--- config.mk ---
export PLATFORM = sky130hd
export DESIGN_NAME = edge_capture_timer
export DESIGN_NICKNAME = d
export VERILOG_FILES = /design/src/rtl/ect_pkg.sv /design/src/rtl/ect_divider.sv /design/src/rtl/ect_counter.sv /design/src/rtl/ect_capture.sv /design/src/rtl/edge_capture_timer.sv
export SDC_FILE = /design/constraint.sdc
export NUM_CORES = 1
export LEC_CHECK = 0
export BUFFER_PORTS_ARGS = -buffer_cell sky130_fd_sc_hd__buf_2
export CORE_ASPECT_RATIO = 0.7
export CORE_MARGIN = 2
export CORE_UTILIZATION = 40
export DETAILED_ROUTE_END_ITERATION = 7
export HOLD_SLACK_MARGIN = 0.08
export SKIP_CTS_REPAIR_TIMING = 1
export SYNTH_ARGS = -nofsm -noshare
export SYNTH_HDL_FRONTEND = slang
export SYNTH_SLANG_ARGS = --single-unit
--- constraint.sdc ---
create_clock -name clk -period 2.1 [get_ports clk]
set_input_delay 0.42 -clock clk [delete_from_list [all_inputs] [get_ports clk]]
set_output_delay 0.42 -clock clk [all_outputs]
set_load 0.02 [all_outputs]
--- src/rtl/ect_pkg.sv ---
package ect_pkg;
  localparam int REG_AW = 2;

  typedef enum logic [REG_AW-1:0] {
    A_CTRL = 2'd0,
    A_DIV  = 2'd1,
    A_CAPL = 2'd2,
    A_CAPH = 2'd3
  } reg_addr_t;

  // control byte layout
  localparam int B_RUN  = 0;
  localparam int B_IEN  = 1;
  localparam int B_WRAP = 2;
  localparam int B_CAPP = 3;
  localparam int B_EDGE = 4;
  localparam int B_RSV  = 7;
endpackage

--- src/rtl/ect_divider.sv ---
module ect_divider #(
  parameter int DIV_W = 8
) (
  input  logic             clk,
  input  logic             rst,
  input  logic             run,
  input  logic [DIV_W-1:0] div_val,
  output logic             tick
);
  logic [DIV_W-1:0] phase_q;

  assign tick = run && (phase_q == div_val);

  always_ff @(posedge clk) begin
    if (rst || !run || tick) phase_q <= '0;
    else                     phase_q <= phase_q + 1'b1;
  end

  AST_TICK_SPACING: assert property (@(posedge clk) disable iff (rst)
    tick |=> (!tick || div_val == '0));
endmodule

--- src/rtl/ect_counter.sv ---
module ect_counter #(
  parameter int CNT_W = 16
) (
  input  logic             clk,
  input  logic             rst,
  input  logic             run,
  input  logic             tick,
  output logic [CNT_W-1:0] count,
  output logic             wrap
);
  logic [CNT_W-1:0] count_q;

  assign count = count_q;
  assign wrap  = tick && (count_q == '0);

  always_ff @(posedge clk) begin
    if (rst)       count_q <= '0;
    else if (tick) count_q <= count_q - 1'b1;
  end

  AST_HOLD_STOPPED: assert property (@(posedge clk) disable iff (rst)
    !run |=> $stable(count_q));
  AST_WRAP_VALUE: assert property (@(posedge clk) disable iff (rst)
    wrap |=> (count_q == '1));
endmodule

--- src/rtl/ect_capture.sv ---
module ect_capture #(
  parameter int CNT_W       = 16,
  parameter int SYNC_STAGES = 2
) (
  input  logic             clk,
  input  logic             rst,
  input  logic             cap_in,
  input  logic             edge_fall,
  input  logic [CNT_W-1:0] count,
  output logic             cap_evt,
  output logic [CNT_W-1:0] cap_val
);
  localparam int TOP = SYNC_STAGES;

  logic [TOP:0]     sh_q;
  logic [CNT_W-1:0] cap_q;
  logic             now_s, prev_s;

  always_ff @(posedge clk) begin
    if (rst) sh_q <= '0;
    else     sh_q <= {sh_q[TOP-1:0], cap_in};
  end

  assign now_s   = sh_q[TOP-1];
  assign prev_s  = sh_q[TOP];
  assign cap_evt = edge_fall ? (prev_s && !now_s) : (now_s && !prev_s);

  always_ff @(posedge clk) begin
    if (rst)          cap_q <= '0;
    else if (cap_evt) cap_q <= count;
  end

  assign cap_val = cap_q;

  AST_CAP_LATCH: assert property (@(posedge clk) disable iff (rst)
    cap_evt |=> (cap_q == $past(count)));
  AST_CAP_QUIET: assert property (@(posedge clk) disable iff (rst)
    !cap_evt |=> $stable(cap_q));
endmodule

--- src/rtl/edge_capture_timer.sv ---
module edge_capture_timer
  import ect_pkg::*;
#(
  parameter int DATA_W      = 8,
  parameter int SYNC_STAGES = 2
) (
  input  logic              clk,
  input  logic              rst,
  input  logic [REG_AW-1:0] addr,
  input  logic [DATA_W-1:0] wr_data,
  input  logic              wr_en,
  output logic [DATA_W-1:0] rd_data,
  input  logic              cap_in,
  output logic              irq
);
  localparam int CNT_W = 2 * DATA_W;
  localparam int DIV_W = DATA_W;

  logic             run_q, ien_q, edge_q, rsv_q, wrap_q, capp_q;
  logic [DIV_W-1:0] div_q;
  logic [DATA_W-1:0] rd_q;
  logic             irq_q;
  logic             tick, wrap_evt, cap_evt;
  logic [CNT_W-1:0] count, cap_val;
  logic             ctrl_wr, div_wr;
  logic             wrap_n, capp_n, ien_n;
  logic [7:0]       ctrl_byte;

  ect_divider #(.DIV_W(DIV_W)) u_div (
    .clk(clk), .rst(rst), .run(run_q), .div_val(div_q), .tick(tick)
  );

  ect_counter #(.CNT_W(CNT_W)) u_cnt (
    .clk(clk), .rst(rst), .run(run_q), .tick(tick), .count(count), .wrap(wrap_evt)
  );

  ect_capture #(.CNT_W(CNT_W), .SYNC_STAGES(SYNC_STAGES)) u_cap (
    .clk(clk), .rst(rst), .cap_in(cap_in), .edge_fall(edge_q),
    .count(count), .cap_evt(cap_evt), .cap_val(cap_val)
  );

  assign ctrl_wr = wr_en && (addr == A_CTRL);
  assign div_wr  = wr_en && (addr == A_DIV);

  always_comb begin
    ien_n  = ctrl_wr ? wr_data[B_IEN] : ien_q;
    wrap_n = ((ctrl_wr ? wr_data[B_WRAP] : 1'b1) && wrap_q) || wrap_evt;
    capp_n = ((ctrl_wr ? wr_data[B_CAPP] : 1'b1) && capp_q) || cap_evt;
  end

  always_ff @(posedge clk) begin
    if (rst) begin
      run_q  <= 1'b0;
      ien_q  <= 1'b0;
      edge_q <= 1'b0;
      rsv_q  <= 1'b0;
      wrap_q <= 1'b0;
      capp_q <= 1'b0;
      div_q  <= '0;
      irq_q  <= 1'b0;
    end else begin
      if (ctrl_wr) begin
        run_q  <= wr_data[B_RUN];
        edge_q <= wr_data[B_EDGE];
        rsv_q  <= wr_data[B_RSV];
      end
      if (div_wr) div_q <= wr_data[DIV_W-1:0];
      ien_q  <= ien_n;
      wrap_q <= wrap_n;
      capp_q <= capp_n;
      irq_q  <= ien_n && (wrap_n || capp_n);
    end
  end

  always_comb begin
    ctrl_byte         = '0;
    ctrl_byte[B_RUN]  = run_q;
    ctrl_byte[B_IEN]  = ien_q;
    ctrl_byte[B_WRAP] = wrap_q;
    ctrl_byte[B_CAPP] = capp_q;
    ctrl_byte[B_EDGE] = edge_q;
    ctrl_byte[B_RSV]  = rsv_q;
  end

  always_ff @(posedge clk) begin
    if (rst) rd_q <= '0;
    else begin
      case (reg_addr_t'(addr))
        A_CTRL:  rd_q <= DATA_W'(ctrl_byte);
        A_DIV:   rd_q <= div_q;
        A_CAPL:  rd_q <= cap_val[DATA_W-1:0];
        default: rd_q <= cap_val[CNT_W-1:DATA_W];
      endcase
    end
  end

  assign rd_data = rd_q;
  assign irq     = irq_q;

  AST_WRAP_STICKY: assert property (@(posedge clk) disable iff (rst)
    (wrap_q && !(ctrl_wr && !wr_data[B_WRAP])) |=> wrap_q);
  AST_CAPP_STICKY: assert property (@(posedge clk) disable iff (rst)
    (capp_q && !(ctrl_wr && !wr_data[B_CAPP])) |=> capp_q);
  AST_SET_WINS: assert property (@(posedge clk) disable iff (rst)
    cap_evt |=> capp_q);
  AST_IRQ_EQN: assert property (@(posedge clk) disable iff (rst)
    irq_q == (ien_q && (wrap_q || capp_q)));
endmodule

==> results.txt, run 1 <==
STA classifies the critical path endpoint as a flop. The die extent in x was 107 um. The largest incremental delay on the critical path is 0.48 ns. TritonCTS built the clock tree. The required time of the critical path is 2.32 ns. The worst hold path was traced through 2 stages. For this run, the number of Yosys warnings is 0.

The simple-gate area share of the yosys netlist is 25.6%. The count of pins on the block boundary is 23. Compared with the post-synthesis result, the final layout area differs by 18.0%. Half-perimeter wire length after detailed placement: 5030 um. CTS built an H-tree with a depth of 3. For this run, the number of standard cells in the final layout without fillers is 444.

The library cell with the largest summed area after synthesis was sky130_fd_sc_hd__dfxtp_1. Along the worst path, the maximum fanout reaches 8. The library cell used as clock root buffer was sky130_fd_sc_hd__clkbuf_8. For the count of inserted antenna diode cells, the log shows 0. In this run the cell area of the synthesized design comes to 2970 um^2.

The initial utilization of the core area, before any placement, comes to 40.9%. The post-route minimum period was 2.04 ns; the path depth of the worst reg2reg path was 4. Yosys attributes the largest share of cell area to sky130_fd_sc_hd__dfxtp_1 45%, sky130_fd_sc_hd__mux2i_1 6.7%, sky130_fd_sc_hd__mux2_2 6.1%.

Combinational family with the most area after synthesis: simple AND/OR/NAND/NOR gates. The clock network latency to the later pin of the worst-skew pair was 0.34 ns. Summing the areas of all compound-gate instances in the mapped netlist gives 4.22% of the synthesized area.

The number of buffers created by CTS is 9, and the final clock period utilization by the worst path is 97.2%. In this run the critical register-to-register path is launched from u_cnt.count[2]. The via count of the first global-routing pass was 2113; the gate count of the mapped netlist was 310.

The wire length per cell was 15.2 um. The post-synthesis sequential element count was 66; the average footprint of a synthesized cell was 9.57 um^2. Port buffering added 22 buffers.

STA classifies the critical path startpoint as a flop. The detail route stage leaves a number of antenna-violating nets equal to 0. The number of distinct library cells after synthesis was 37. The congestion estimate from routability-driven global placement came to 0.821.

The run gives 2 as the largest buffer count on any clock path. Global routing finished with a remaining overflow of 0. Counting instances in the post-synthesis netlist gives the leading cell types as 66 x sky130_fd_sc_hd__dfxtp_1, 48 x sky130_fd_sc_hd__nor2_1, 25 x sky130_fd_sc_hd__nor2b_1. For the final routed database, the setup TNS stands at 0 ns.

The standard cell with the maximum stage delay on the critical path was sky130_fd_sc_hd__nor4_1. The transition time of the tightest slew-check pin is 1.16 ns. After clock tree synthesis, the clock-pin slew on the worst setup and hold paths is 0.07 ns. Across the run, the number of max-cap violations was 0. In this run the critical register-to-register path is captured at u_cnt.count[9]. Counting every net in the synthesized netlist gives 327. The first global-routing pass estimated 11300 um of wire.

Entering global routing, the biggest net connects 30 pins. For the number of optimization iterations in the first detailed-route pass, the log shows 4. The tools report the final-report max-slew violation count as 0. The routed design has 6760 um of wire. The path class of the tightest hold or removal check is in2reg. The number of placed instances, taps included came out at 428. After detailed routing, the number of remaining DRC violations is 0. The peak clock frequency supported by timing was 0.490 GHz; the share of the synthesized area in the top cell type was 44.5%. The fraction of synthesized area in multiplexers was 17.4%. The number of synthesized flops with an enable pin is 0, and the die area is 8130 um^2. The floorplan has 26 rows. The routed layout has 2258 vias.

Y dimension of the die: 76.1 um. The floorplan step defined a core boundary enclosing 7250 um^2. Walking the worst path, the cells encountered are nor4_4 > nand4_2 > nor4_1 > mux2_2. The logs give 358 for the final layout net count and 0 for the final setup violation count. Library cell with the highest instance count after synthesis: sky130_fd_sc_hd__dfxtp_1. The number of sinks handled by clock tree synthesis was 66; the DRC violation total after the first TritonRoute iteration was 165. The worst-case IR drop observed on VDD is 0.428 mV. The hold violation count in the final report came out at 0. The worst pin sits at a relative slew slack of 22.5%. Startpoint of the worst hold path: cap_in. The post-route clock skew was 0.00926 ns; the fraction of synthesized cell area in xor and xnor cells was 4.13%. After Yosys synthesis, full adders, half adders and majority gates account for 1.27% of the synthesized area. At the worst endpoint, the arrival time is 2.26 ns. In this run the static leakage power is 1.43 nW.

The tools report the endpoint of the worst hold path as u_cap.sh_q[0]. Setup repair after global routing left no endpoint under its margin. For the number of antenna violations at the first check in global routing, the log shows 0. The flow ran to the end, and the final reports show no timing, DRC or antenna violations. The run gives 44.5% as the sequential fraction of the synthesis area.

The critical path in this run is classified as reg2reg. In the final layout, the share of cells above drive strength 1 is 23.4%. Global routing used 18.5% of the available tracks across all layers. The fraction of registers with async set or reset after synthesis was 0%. After detailed routing, the number of vias per cell comes to 5.09. Among all flip-flop cells after synthesis, the most frequent one is sky130_fd_sc_hd__dfxtp_1.

Setup slack on the worst reg-to-reg path comes out at 0.06 ns. The power density normalized to cell area is 829 nW/um^2.
-- cells in the final DEF, fill, tap and decap left out, drive strengths merged, types with 6 or more instances in the layout --
| cell | count |
|---|---|
| mux4 | 6 |
| buf | 36 |
| nand2 | 15 |
| nor2 | 48 |
| mux2i | 20 |
| nand3 | 17 |
| clkbuf | 11 |
| xnor2 | 9 |
| mux2 | 16 |
| dfxtp | 66 |
| nor4 | 16 |
| a21oi | 11 |
| nor2b | 25 |
-- layer usage --
| layer | wire length [um] | share of wire, % | up-vias | track usage (%) |
|---|---|---|---|---|
| met3 | 493 | 7.3 | 6 | 7.53 |
| li1 | - | - | 1144 | - |
| met1 | 3400 | 50 | 1058 | 27.2 |
| met2 | 2790 | 41 | 50 | 24.3 |
| met5 | 0 | 0 | - | 0 |
| met4 | 78 | 1.2 | 0 | 5.97 |
-- kinds of logic after synthesis --
group | Yosys count
mux | 42
xor+xnor | 14
flops | 66
simple gates | 144
compound gates | 20
buf+inv | 21
fa+ha+maj | 3
-- worst max path at each step --
stage	depth (start not counted)	start	to
2_1_floorplan	6	addr[0]	irq
3_3_place_gp	4	u_cnt.count[2]	u_cnt.count[9]
3_5_place_dp	4	u_cnt.count[2]	u_cnt.count[9]
4_1_cts	4	u_cnt.count[2]	u_cnt.count[9]
5_1_grt	4	u_cnt.count[2]	u_cnt.count[10]
6_report	4	u_cnt.count[2]	u_cnt.count[9]
-- critical path: cells and delay by family (launching register included) --
kind | cells | cell delay, ns
flops | 1 | 0.40
mux | 1 | 0.39
simple gates | 3 | 1.14
-- power by group --
part / leakage [nW] / internal [mW] / switching, mW
Combinational: 0.770 / 0.114 / 0.145
Clock: 0.129 / 0.850 / 0.483
Sequential: 0.534 / 1.28 / 0.0298
Total: 1.43 / 2.24 / 0.659
-- flip-flops by register name, indices dropped and copies added, names as in the netlist --
signal         flops
u_cap.cap_val     16
u_cnt.count       16
div_q              8
rd_data            8
u_div.phase_q      8
u_cap.sh_q         3
capp_q             1
edge_q             1
ien_q              1
irq                1
rsv_q              1
run_q              1
wrap_q             1
-- stage by stage --
stage | area [um^2] | total power [mW] | setup slack, ns | util, % | hold WS [ns]
2_1_floorplan | 2970 | 1.51 | 0.323 | - | 0.414
3_3_place_gp | 3250 | 1.60 | 0.111 | 44.8 | 0.418
3_5_place_dp | 3250 | 1.60 | 0.104 | 44.8 | 0.429
4_1_cts | 3500 | 2.93 | 0.0893 | 48.3 | 0.267
5_1_grt | 3500 | 3.02 | 0.0248 | 48.3 | 0.290
6_report | 3500 | 2.90 | 0.0597 | 48.3 | 0.285
-- final cells by class --
cell class | count | area, um^2
Clock buffer | 11 | 151
Clock inverter | 5 | 100
Fill cell | 732 | 3750
Inverter | 5 | 18.8
Multi-Input combinational cell | 223 | 1560
Sequential cell | 66 | 1320
Tap cell | 98 | 123
Timing Repair Buffer | 36 | 228
(Power assumes the default switching activity.)
==> run 2, diff against run 1 <==
MAX_ROUTING_LAYER = met4   (was default)
==> results.txt, run 2 (synthesis gave the netlist of run 1 again) <==
The run finished with clean final reports. The tools report the post-route worst setup slack as 0.0607 ns (was 0.0597 ns). Commonest non-fill, non-tap cell in the layout: sky130_fd_sc_hd__dfxtp_1 (unchanged). The post-CTS clock slew at the launch and capture registers of the worst setup and hold paths was 0.07 ns (about the same).

The largest buffer count on any clock path came out at 2 (unchanged). The aggregate global-route resource usage is 19.0% (was 18.5%), and the hold violation count in the final report is 0 (unchanged). The standard cell with the maximum stage delay on the critical path is sky130_fd_sc_hd__nor4_1 (unchanged).

The post-route minimum period works out to 2.04 ns (about the same). The tools report the required time of the critical path as 2.33 ns (was 2.32 ns). The via density per instance came out at 5.16 (was 5.09). The global placement routability congestion is 0.833 (was 0.821). The final-report max-slew violation count was 0 (unchanged). Library cell used as clock root buffer: sky130_fd_sc_hd__clkbuf_8 (unchanged).

The busiest layer in global routing was met1 (unchanged). The number of antenna violations at the first check in global routing is 0 (unchanged). Highest-count cells in the layout ignoring fill and taps: 66 x sky130_fd_sc_hd__dfxtp_1, 48 x sky130_fd_sc_hd__nor2_1, 25 x sky130_fd_sc_hd__nor2b_1, 22 x sky130_fd_sc_hd__buf_2, 20 x sky130_fd_sc_hd__mux2i_1 (unchanged). The class of the tightest hold or removal check is in2reg (unchanged). The tools report the critical path endpoint category as a flop (unchanged).

The post-route clock skew is 0.00996 ns (was 0.00926 ns). The power density normalized to cell area was 828 nW/um^2 (was 829 nW/um^2). The run gives 11200 um (was 11300 um) as the first-pass GRT wire length.

The peak clock frequency supported by timing was 0.490 GHz (about the same); the met2 track demand over resource was 24.2% (was 24.3%). The maximum vdd drop came out at 0.429 mV (was 0.428 mV). The sort of element at the start of the critical path was a flop (unchanged). The number of input and output port buffers inserted works out to 22 (unchanged). The post-detailed-route count of antenna-violating nets came out at 0 (unchanged).

The area overhead of the layout relative to synthesis came out at 18.0% (unchanged). For the total routed wirelength, the log shows 6770 um (was 6760 um). The final layout net count is 358 (unchanged).

TritonCTS built the clock tree. For the data arrival time of the critical path, the log shows 2.26 ns (about the same). The worst setup path category is reg2reg (unchanged).

The count of pins on the block boundary is 23 (unchanged), and the number of design rule violations left after detail routing is 0 (unchanged). The share of cells above drive strength 1 was 23.4% (unchanged). The number of sinks handled by clock tree synthesis is 66 (unchanged), and the die area is 8130 um^2 (unchanged). The die extent in x was 107 um (unchanged). The run gives 22.8% (was 22.5%) as the worst max-slew margin expressed relative to the limit. The logs give 4 (unchanged) for the number of optimization iterations in the first detailed-route pass and 0.104 ns (unchanged) for the worst slack after detailed placement. For the count of inserted antenna diode cells, the log shows 0 (unchanged). The total leakage power came out at 1.43 nW (unchanged). The placeable core region is 7250 um^2 (unchanged).

The tools report the clock network latency to the later pin of the worst-skew pair as 0.34 ns (about the same). The run gives 40.9% (unchanged) as the initial core utilization. The tools report the count of vias placed by the detailed router as 2293 (was 2258). The final clock period utilization by the worst path is 97.1% (was 97.2%), and the via count of the first global-routing pass is 2117 (was 2113). The tools report the post-placement cell area as 3250 um^2 (unchanged). The run gives 0 (unchanged) as the overall overflow remaining after global route. Transition time of the tightest slew-check pin: 1.16 ns (about the same). The y dimension of the die came out at 76.1 um (unchanged). Cells traversed along the worst timing path: nor4_4 > nand4_2 > nor4_1 > mux2_2 (unchanged). For the half-perimeter wire length after detailed placement, the log shows 5030 um (unchanged).

The DRC violation total after the first TritonRoute iteration is 153 (was 165). The total power consumption of the routed design was 2.90 mW (about the same). The finished layout cell area was 3500 um^2 (unchanged); the final setup violation count was 0 (unchanged).

For the met1 demand-to-capacity share in global routing, the log shows 27.1% (was 27.2%). The wire length per cell was 15.2 um (about the same). The sum of negative setup slack came out at 0 ns (unchanged). Setup repair after global routing left no endpoint under its margin.

The global-route met3 utilization is 7.53% (unchanged), and the number of rows created at floorplan is 26 (unchanged). The level count of the clock H-tree is 3 (unchanged). The number of max-cap violations came out at 0 (unchanged).

The maximum number of pins on one net before global-route repair was 30 (unchanged); the largest incremental delay on the critical path was 0.48 ns (about the same). The number of buffers created by CTS was 9 (unchanged). The biggest fanout along the worst timing path was 8 (unchanged).
## run 2: cell counts in the layout (fill, tap and decap cells not counted)
No cell type changed its count.
## run 2: cell type report
cell class	instances	area (um^2)
fill	732	3750
clock inverter	5	100
inverter	5	18.8
tap	98	123
sequential	66	1320
clock buffer	11	151
multi-input combinational	223	1560
timing repair buffer	36	228
## run 2: final timing paths
kind,from,to,slack (ns),cells past startpoint
worst max register to register,u_cnt.count[2],u_cnt.count[9],0.06,4
worst max-delay path,u_cnt.count[2],u_cnt.count[9],0.06,4
worst min-delay path,cap_in,u_cap.sh_q[0],0.28,2
worst min register to register,u_cap.sh_q[0],u_cap.sh_q[1],0.44,1
## run 2: stage by stage
step	std cells	hold WS, ns	util [%]
after global placement	428	0.418	44.8
after global routing	444	0.290	48.3
after CTS	444	0.267	48.3
final	444	0.283	48.3
after floorplan	310	0.414	-
after detailed placement	428	0.429	44.8
## run 2: critical path, delay by kind of cell (launching register included)
| family | cells | cell delay, ns |
|---|---|---|
| and+or+nand+nor | 3 | 1.13 |
| DFF | 1 | 0.39 |
| muxes | 1 | 0.39 |
## run 2: per-layer routing
metal / part of all wire [%] / routed length (um)
met1: 50 / 3380
met5: 0 / 0
met4: 1.3 / 90
met2: 40 / 2720
met3: 8.4 / 571
## run 2: report_power, final
group	switching [mW]	internal, mW
registers	0.0303	1.28
clock network	0.481	0.849
logic	0.146	0.114
